==> src/rtl/vmu_pkg.sv <==
package vmu_pkg;

  localparam int OP_W = 4;

  typedef enum logic [OP_W-1:0] {
    OP_MOVA = 4'd0,
    OP_MOVU = 4'd1,
    OP_LDLO = 4'd2,
    OP_LDHI = 4'd3,
    OP_HTOL = 4'd4,
    OP_LTOH = 4'd5,
    OP_MOVS = 4'd6,
    OP_AND  = 4'd7,
    OP_OR   = 4'd8,
    OP_XOR  = 4'd9
  } vmuOp_e;

  typedef enum logic [2:0] {
    MG_FULL,
    MG_LO64,
    MG_HI64,
    MG_LO32Z,
    MG_LO32K,
    MG_AND,
    MG_OR,
    MG_XOR
  } vmuMerge_e;

  typedef struct packed {
    logic      wrEn;
    logic      useMem;
    logic      takeHigh;
    vmuMerge_e merge;
  } vmuStrobe_t;

endpackage

==> src/rtl/vmu_ctrl.sv <==
module vmu_ctrl
  import vmu_pkg::*;
#(
  parameter int ADDR_W      = 32,
  parameter int ALIGN_BYTES = 16
) (
  input  logic              clk,
  input  logic              rst,
  input  logic              reqValid,
  input  logic [OP_W-1:0]   reqOp,
  input  logic              reqSrcMem,
  input  logic [ADDR_W-1:0] reqAddr,
  output logic              reqReady,
  output vmuStrobe_t        strobe,
  output logic              alignFault
);

  localparam int ALIGN_LSB = $clog2(ALIGN_BYTES);

  logic fire;
  logic known;
  logic needAlign;
  logic misaligned;
  logic faultNow;

  assign fire       = reqValid & reqReady;
  assign misaligned = |reqAddr[ALIGN_LSB-1:0];

  always_comb begin
    known           = 1'b1;
    needAlign       = 1'b0;
    strobe.useMem   = reqSrcMem;
    strobe.takeHigh = 1'b0;
    strobe.merge    = MG_FULL;
    case (vmuOp_e'(reqOp))
      OP_MOVA: needAlign = 1'b1;
      OP_MOVU: needAlign = 1'b0;
      OP_LDLO: begin
        strobe.useMem = 1'b1;
        strobe.merge  = MG_LO64;
      end
      OP_LDHI: begin
        strobe.useMem = 1'b1;
        strobe.merge  = MG_HI64;
      end
      OP_HTOL: begin
        strobe.useMem   = 1'b0;
        strobe.takeHigh = 1'b1;
        strobe.merge    = MG_LO64;
      end
      OP_LTOH: begin
        strobe.useMem = 1'b0;
        strobe.merge  = MG_HI64;
      end
      OP_MOVS: strobe.merge = reqSrcMem ? MG_LO32Z : MG_LO32K;
      OP_AND: begin
        needAlign    = 1'b1;
        strobe.merge = MG_AND;
      end
      OP_OR: begin
        needAlign    = 1'b1;
        strobe.merge = MG_OR;
      end
      OP_XOR: begin
        needAlign    = 1'b1;
        strobe.merge = MG_XOR;
      end
      default: known = 1'b0;
    endcase
    faultNow    = fire & known & needAlign & strobe.useMem & misaligned;
    strobe.wrEn = fire & known & ~faultNow;
  end

  always_ff @(posedge clk) begin
    if (rst) begin
      reqReady   <= 1'b0;
      alignFault <= 1'b0;
    end else begin
      reqReady   <= 1'b1;
      alignFault <= faultNow;
    end
  end

endmodule

==> src/rtl/vmu_datapath.sv <==
module vmu_datapath
  import vmu_pkg::*;
#(
  parameter int NUM_REGS = 8,
  parameter int VEC_W    = 128,
  parameter int SCALAR_W = 32,
  localparam int IDX_W   = $clog2(NUM_REGS)
) (
  input  logic             clk,
  input  logic             rst,
  input  vmuStrobe_t       strobe,
  input  logic [IDX_W-1:0] dstIdx,
  input  logic [IDX_W-1:0] srcIdx,
  input  logic [VEC_W-1:0] memData,
  output logic [VEC_W-1:0] dstOld,
  output logic [VEC_W-1:0] srcOld,
  output logic             doneValid,
  output logic [IDX_W-1:0] doneDst,
  output logic [VEC_W-1:0] doneData
);

  localparam int HALF_W = VEC_W / 2;

  logic [VEC_W-1:0]  regView [NUM_REGS];
  logic [VEC_W-1:0]  operand;
  logic [HALF_W-1:0] lane64;
  logic [VEC_W-1:0]  newVal;

  for (genvar g = 0; g < NUM_REGS; g++) begin : gReg
    logic [VEC_W-1:0] q;
    always_ff @(posedge clk) begin
      if (rst) begin
        q <= '0;
      end else if (strobe.wrEn && dstIdx == IDX_W'(g)) begin
        q <= newVal;
      end
    end
    assign regView[g] = q;
  end

  // two read ports: destination (for merges) and source
  assign dstOld = regView[dstIdx];
  assign srcOld = regView[srcIdx];

  assign operand = strobe.useMem ? memData : srcOld;
  assign lane64  = strobe.takeHigh ? operand[VEC_W-1:HALF_W] : operand[HALF_W-1:0];

  always_comb begin
    case (strobe.merge)
      MG_LO64:  newVal = {dstOld[VEC_W-1:HALF_W], lane64};
      MG_HI64:  newVal = {lane64, dstOld[HALF_W-1:0]};
      MG_LO32Z: newVal = {{(VEC_W-SCALAR_W){1'b0}}, operand[SCALAR_W-1:0]};
      MG_LO32K: newVal = {dstOld[VEC_W-1:SCALAR_W], operand[SCALAR_W-1:0]};
      MG_AND:   newVal = dstOld & operand;
      MG_OR:    newVal = dstOld | operand;
      MG_XOR:   newVal = dstOld ^ operand;
      default:  newVal = operand;
    endcase
  end

  always_ff @(posedge clk) begin
    if (rst) begin
      doneValid <= 1'b0;
      doneDst   <= '0;
      doneData  <= '0;
    end else begin
      doneValid <= strobe.wrEn;
      if (strobe.wrEn) begin
        doneDst  <= dstIdx;
        doneData <= newVal;
      end
    end
  end

endmodule

==> src/rtl/vreg_move_unit.sv <==
module vreg_move_unit
  import vmu_pkg::*;
#(
  parameter int NUM_REGS    = 8,
  parameter int VEC_W       = 128,
  parameter int SCALAR_W    = 32,
  parameter int ADDR_W      = 32,
  parameter int ALIGN_BYTES = 16,
  localparam int IDX_W      = $clog2(NUM_REGS)
) (
  input  logic              clk,
  input  logic              rst,
  input  logic              reqValid,
  output logic              reqReady,
  input  logic [OP_W-1:0]   reqOp,
  input  logic [IDX_W-1:0]  reqDst,
  input  logic [IDX_W-1:0]  reqSrc,
  input  logic              reqSrcMem,
  input  logic [ADDR_W-1:0] reqAddr,
  input  logic [VEC_W-1:0]  reqMemData,
  output logic              doneValid,
  output logic [IDX_W-1:0]  doneDst,
  output logic [VEC_W-1:0]  doneData,
  output logic              alignFault
);

  vmuStrobe_t       strobe;
  logic [VEC_W-1:0] dstOld;
  logic [VEC_W-1:0] srcOld;

  vmu_ctrl #(
    .ADDR_W     (ADDR_W),
    .ALIGN_BYTES(ALIGN_BYTES)
  ) ctrl (
    .clk       (clk),
    .rst       (rst),
    .reqValid  (reqValid),
    .reqOp     (reqOp),
    .reqSrcMem (reqSrcMem),
    .reqAddr   (reqAddr),
    .reqReady  (reqReady),
    .strobe    (strobe),
    .alignFault(alignFault)
  );

  vmu_datapath #(
    .NUM_REGS(NUM_REGS),
    .VEC_W   (VEC_W),
    .SCALAR_W(SCALAR_W)
  ) dp (
    .clk      (clk),
    .rst      (rst),
    .strobe   (strobe),
    .dstIdx   (reqDst),
    .srcIdx   (reqSrc),
    .memData  (reqMemData),
    .dstOld   (dstOld),
    .srcOld   (srcOld),
    .doneValid(doneValid),
    .doneDst  (doneDst),
    .doneData (doneData)
  );

endmodule

==> config.mk <==
export PLATFORM = sky130hd
export DESIGN_NAME = vreg_move_unit
export DESIGN_NICKNAME = d
export VERILOG_FILES = /design/src/rtl/vmu_pkg.sv /design/src/rtl/vmu_ctrl.sv /design/src/rtl/vmu_datapath.sv /design/src/rtl/vreg_move_unit.sv
export SDC_FILE = /design/constraint.sdc
export NUM_CORES = 2
export LEC_CHECK = 0
export ABC_AREA = 1
export BUFFER_PORTS_ARGS = -buffer_cell sky130_fd_sc_hd__buf_2
export CORE_ASPECT_RATIO = 0.8
export CORE_MARGIN = 2
export CORE_UTILIZATION = 25
export DETAILED_ROUTE_END_ITERATION = 7
export PLACE_DENSITY_LB_ADDON = 0.1
export SYNTH_ARGS = -nofsm -noshare
export SYNTH_HDL_FRONTEND = slang
export SYNTH_SLANG_ARGS = --single-unit
==> constraint.sdc <==
create_clock -name clk -period 4.9 [get_ports clk]
set_input_delay 0 -clock clk [delete_from_list [all_inputs] [get_ports clk]]
set_output_delay 0 -clock clk [all_outputs]
set_load 0.01 [all_outputs]
==> flow_summary_export.csv <==
group,metric,value,unit
worst_hold_path,min_from,"reqMemData[79]",
worst_hold_path,hp-class,"in -> reg",
layout,fin_cells,16060,
logic_synthesis,synth_top_cells_by_count,"nand2_1 (4898), inv_1 (1427), nand3_1 (1235)",
layout,seq_area,0.02318,mm²
flow_run,maxCapViolations,0,
logic_synthesis,ys_top_cells_by_area,"dfxtp_1 (32%), nand2_1 (25%), nand3_1 (8.4%), a21oi_1 (8.3%), inv_1 (7.3%)",
logic_synthesis,yosys.area.top_type,"dfxtp_1",
worst_setup_path,crit_path_max_fanout,44,
timing,max_slew_margin,16.87,%
place,io_buffers,279,
logic_synthesis,synth_top_area_share,31.67,%
timing,fin_crit,3593,ps
place,finalWeightedCongestion,0.8728,
logic_synthesis,yosysSeqAreaShare,31.67,%
clocking,cts.htree.levels,4,
logic_synthesis,ys_async_sr_fraction,0,%
routing,wire_per_inst,26.34,µm
global_routing,grt_usage,27.50,%
logic_synthesis,post-synth-top-count-cell,"nand2_1",
worst_setup_path,startpoint,"ctrl.reqReady",
routing,vias,82090,
floorplan,initial_core_util,25.15,%
routing,drtIter0Drc,8913,
global_routing,grt_overflow,0,
logic_synthesis,synth_area,0.07319,mm²
layout,fillCellCount,32280,
floorplan,ioPinCount,308,
power,ir_worst_vdd,0.0002513,V
timing,finalSetupViolCount,0,
timing,timing_hold_violations_final,0,
logic_synthesis,synth.net_count,12710,
worst_setup_path,critPathKind,"reg -> reg",
timing,fmaxAchievable,0.2783,GHz
timing,worst-slew-pin-transition,1247,ps
worst_setup_path,end_kind,"register",
clocking,post-cts-setup-buffers,0,
logic_synthesis,synth-seq-cells,1158,
clocking,root_buffer,"clkbuf_16",
worst_setup_path,arrival,4270,ps
logic_synthesis,ys.flop_type,"dfxtp_1",
status,status,"finished, final reports clean",
global_routing,grt_pass1_wl,593300,µm
layout,drive_gt1_share,6.730,%
worst_setup_path,r2r_start,"ctrl.reqReady",
clocking,cts_buffers,161,
routing,drt-total-wl,422900,µm
place,hpwl,254600,µm
floorplan,die-area,0.2971,mm²
clocking,clk_pin_slew,60,ps
clocking,clk_latency,870,ps
routing,viasPerCell,5.113,
logic_synthesis,syn_inst,12280,
worst_setup_path,worstPathRequired,5580,ps
layout,area_growth,14.81,%
floorplan,die_h,488.0,µm
floorplan,dieWidth,609.0,µm
global_routing,grt_pass1_vias,77090,
routing,ant_nets,0,
logic_synthesis,syn_avg_cell_area,5.962,µm²
global_routing,grt_start_max_net_pins,173,
clocking,clock_path_buffers,4,
logic_synthesis,ys_types,29,
clocking,cts_tree,"yes",
timing,rsz0062_at_grt,"false",
routing,drc,0,
timing,timing.setup.tns,0,ps
power,p_leak,0.04424,µW
place,post-place-cells,15750,
layout,multi_input_area,0.04091,mm²
floorplan,core,0.2910,mm²
floorplan,row_count,177,
clocking,cts_sinks,1158,
global_routing,antenna_found_initial,35,
timing,period_share,73.32,%
logic_synthesis,synth_edf_count,0,
clocking,post_cts_resized,0,
clocking,cts-hold-fix-buffers,16,
timing,slew_viol_final,0,
routing,dr.pass1.iters,6,
timing,skew,64.89,ps
logic_synthesis,yosys_warnings,0,
power,powerDensity,319.6,mW/mm²
worst_setup_path,startpoint_type,"register",
layout,fin_nets,12520,
## path summary, 6_finish.rpt
check / cells after the start / slack, ps / end
hold reg to reg: 2 / 490 / dp.doneDst[2]
hold / removal: 7 / 30 / dp.gReg[7].q[79]
setup / recovery: 9 / 1310 / dp.gReg[7].q[0]
setup reg to reg: 9 / 1310 / dp.gReg[7].q[0]
## layout make-up
type                       count  area share [%]
timing repair buffer         515           5.128
antenna                        9         0.02680
inverter                    1478           6.758
tap                         3848           5.729
clock buffer                 244           5.729
sequential                  1158           27.59
clock inverter                33          0.3559
multi-input combinational   8771           48.69
## registers in the layout, summed over array words and instances, names as in the netlist
| signal | count |
|---|---|
| dp.gReg.q | 1024 |
| ctrl.alignFault | 1 |
| ctrl.reqReady | 1 |
| dp.doneData | 128 |
| dp.doneValid | 1 |
| dp.doneDst | 3 |
## cells in the final DEF, fill, tap and decap left out, drive strengths merged
master	netlist	routed
a211oi	46	46
a21oi	1216	1216
a22o	57	57
a22oi	405	405
and2	32	32
buf	376	497
bufinv	0	4
clkbuf	494	246
clkinv	1	25
dfxtp	1158	1158
diode	0	9
dlygate4sd3	0	16
ha	256	256
inv	1477	1482
nand2	4898	4898
nand3	1235	1235
nand4	11	11
nor2	278	278
nor3	2	2
o2111a	1	1
o211ai	6	6
o21ai	314	314
or2	14	14
## critical path, stage by stage (launching register included)
cell and delay [ps]:
dfxtp_1 320, nand2_1 70, nor2_2 200, nand4_4 370, nand4_1 380, buf_4 740
buf_4 920, nand2_1 100, nand2_1 110, a21oi_1 40
## layer usage
metal | wire length (µm) | track usage [%] | up-vias
met2 | 183100 | 43.06 | 3616
met5 | 94 | 0 | -
met3 | 31940 | 4.433 | 735
met1 | 184600 | 36.53 | 39310
met4 | 23090 | 13.63 | 14
li1 | - | - | 38410
## power by group
| group | switching, µW | internal, µW | total, µW |
|---|---|---|---|
| combinational | 3980 | 1210 | 5180 |
| clock | 4990 | 6950 | 11900 |
| sequential | 112 | 9620 | 9740 |
| total | 9080 | 17800 | 26900 |
## cells by family after synthesis
kind of cell | synth area share [%]
buffers and inverters | 12.56
and+or+nand+nor | 35.52
AOI/OAI and AO/OA | 15.87
adders and majority gates | 4.376
DFF | 31.67
## per-stage QoR
stage / area (µm²) / power [µW] / utilization, % / hold WS (ps) / setup slack, ps
after floorplan: 73190 / 12720 / - / 72.38 / 2724
after global placement: 78740 / 14980 / 27.06 / 391.7 / 738.5
after detailed placement: 78740 / 15040 / 27.06 / 392.0 / 782.6
after CTS: 84010 / 27060 / 28.87 / 1.402 / 1386
after global routing: 84010 / 27870 / 28.87 / 57.42 / 1234
final: 84030 / 26860 / 28.88 / 30.02 / 1307
(Power assumes the default switching activity.)
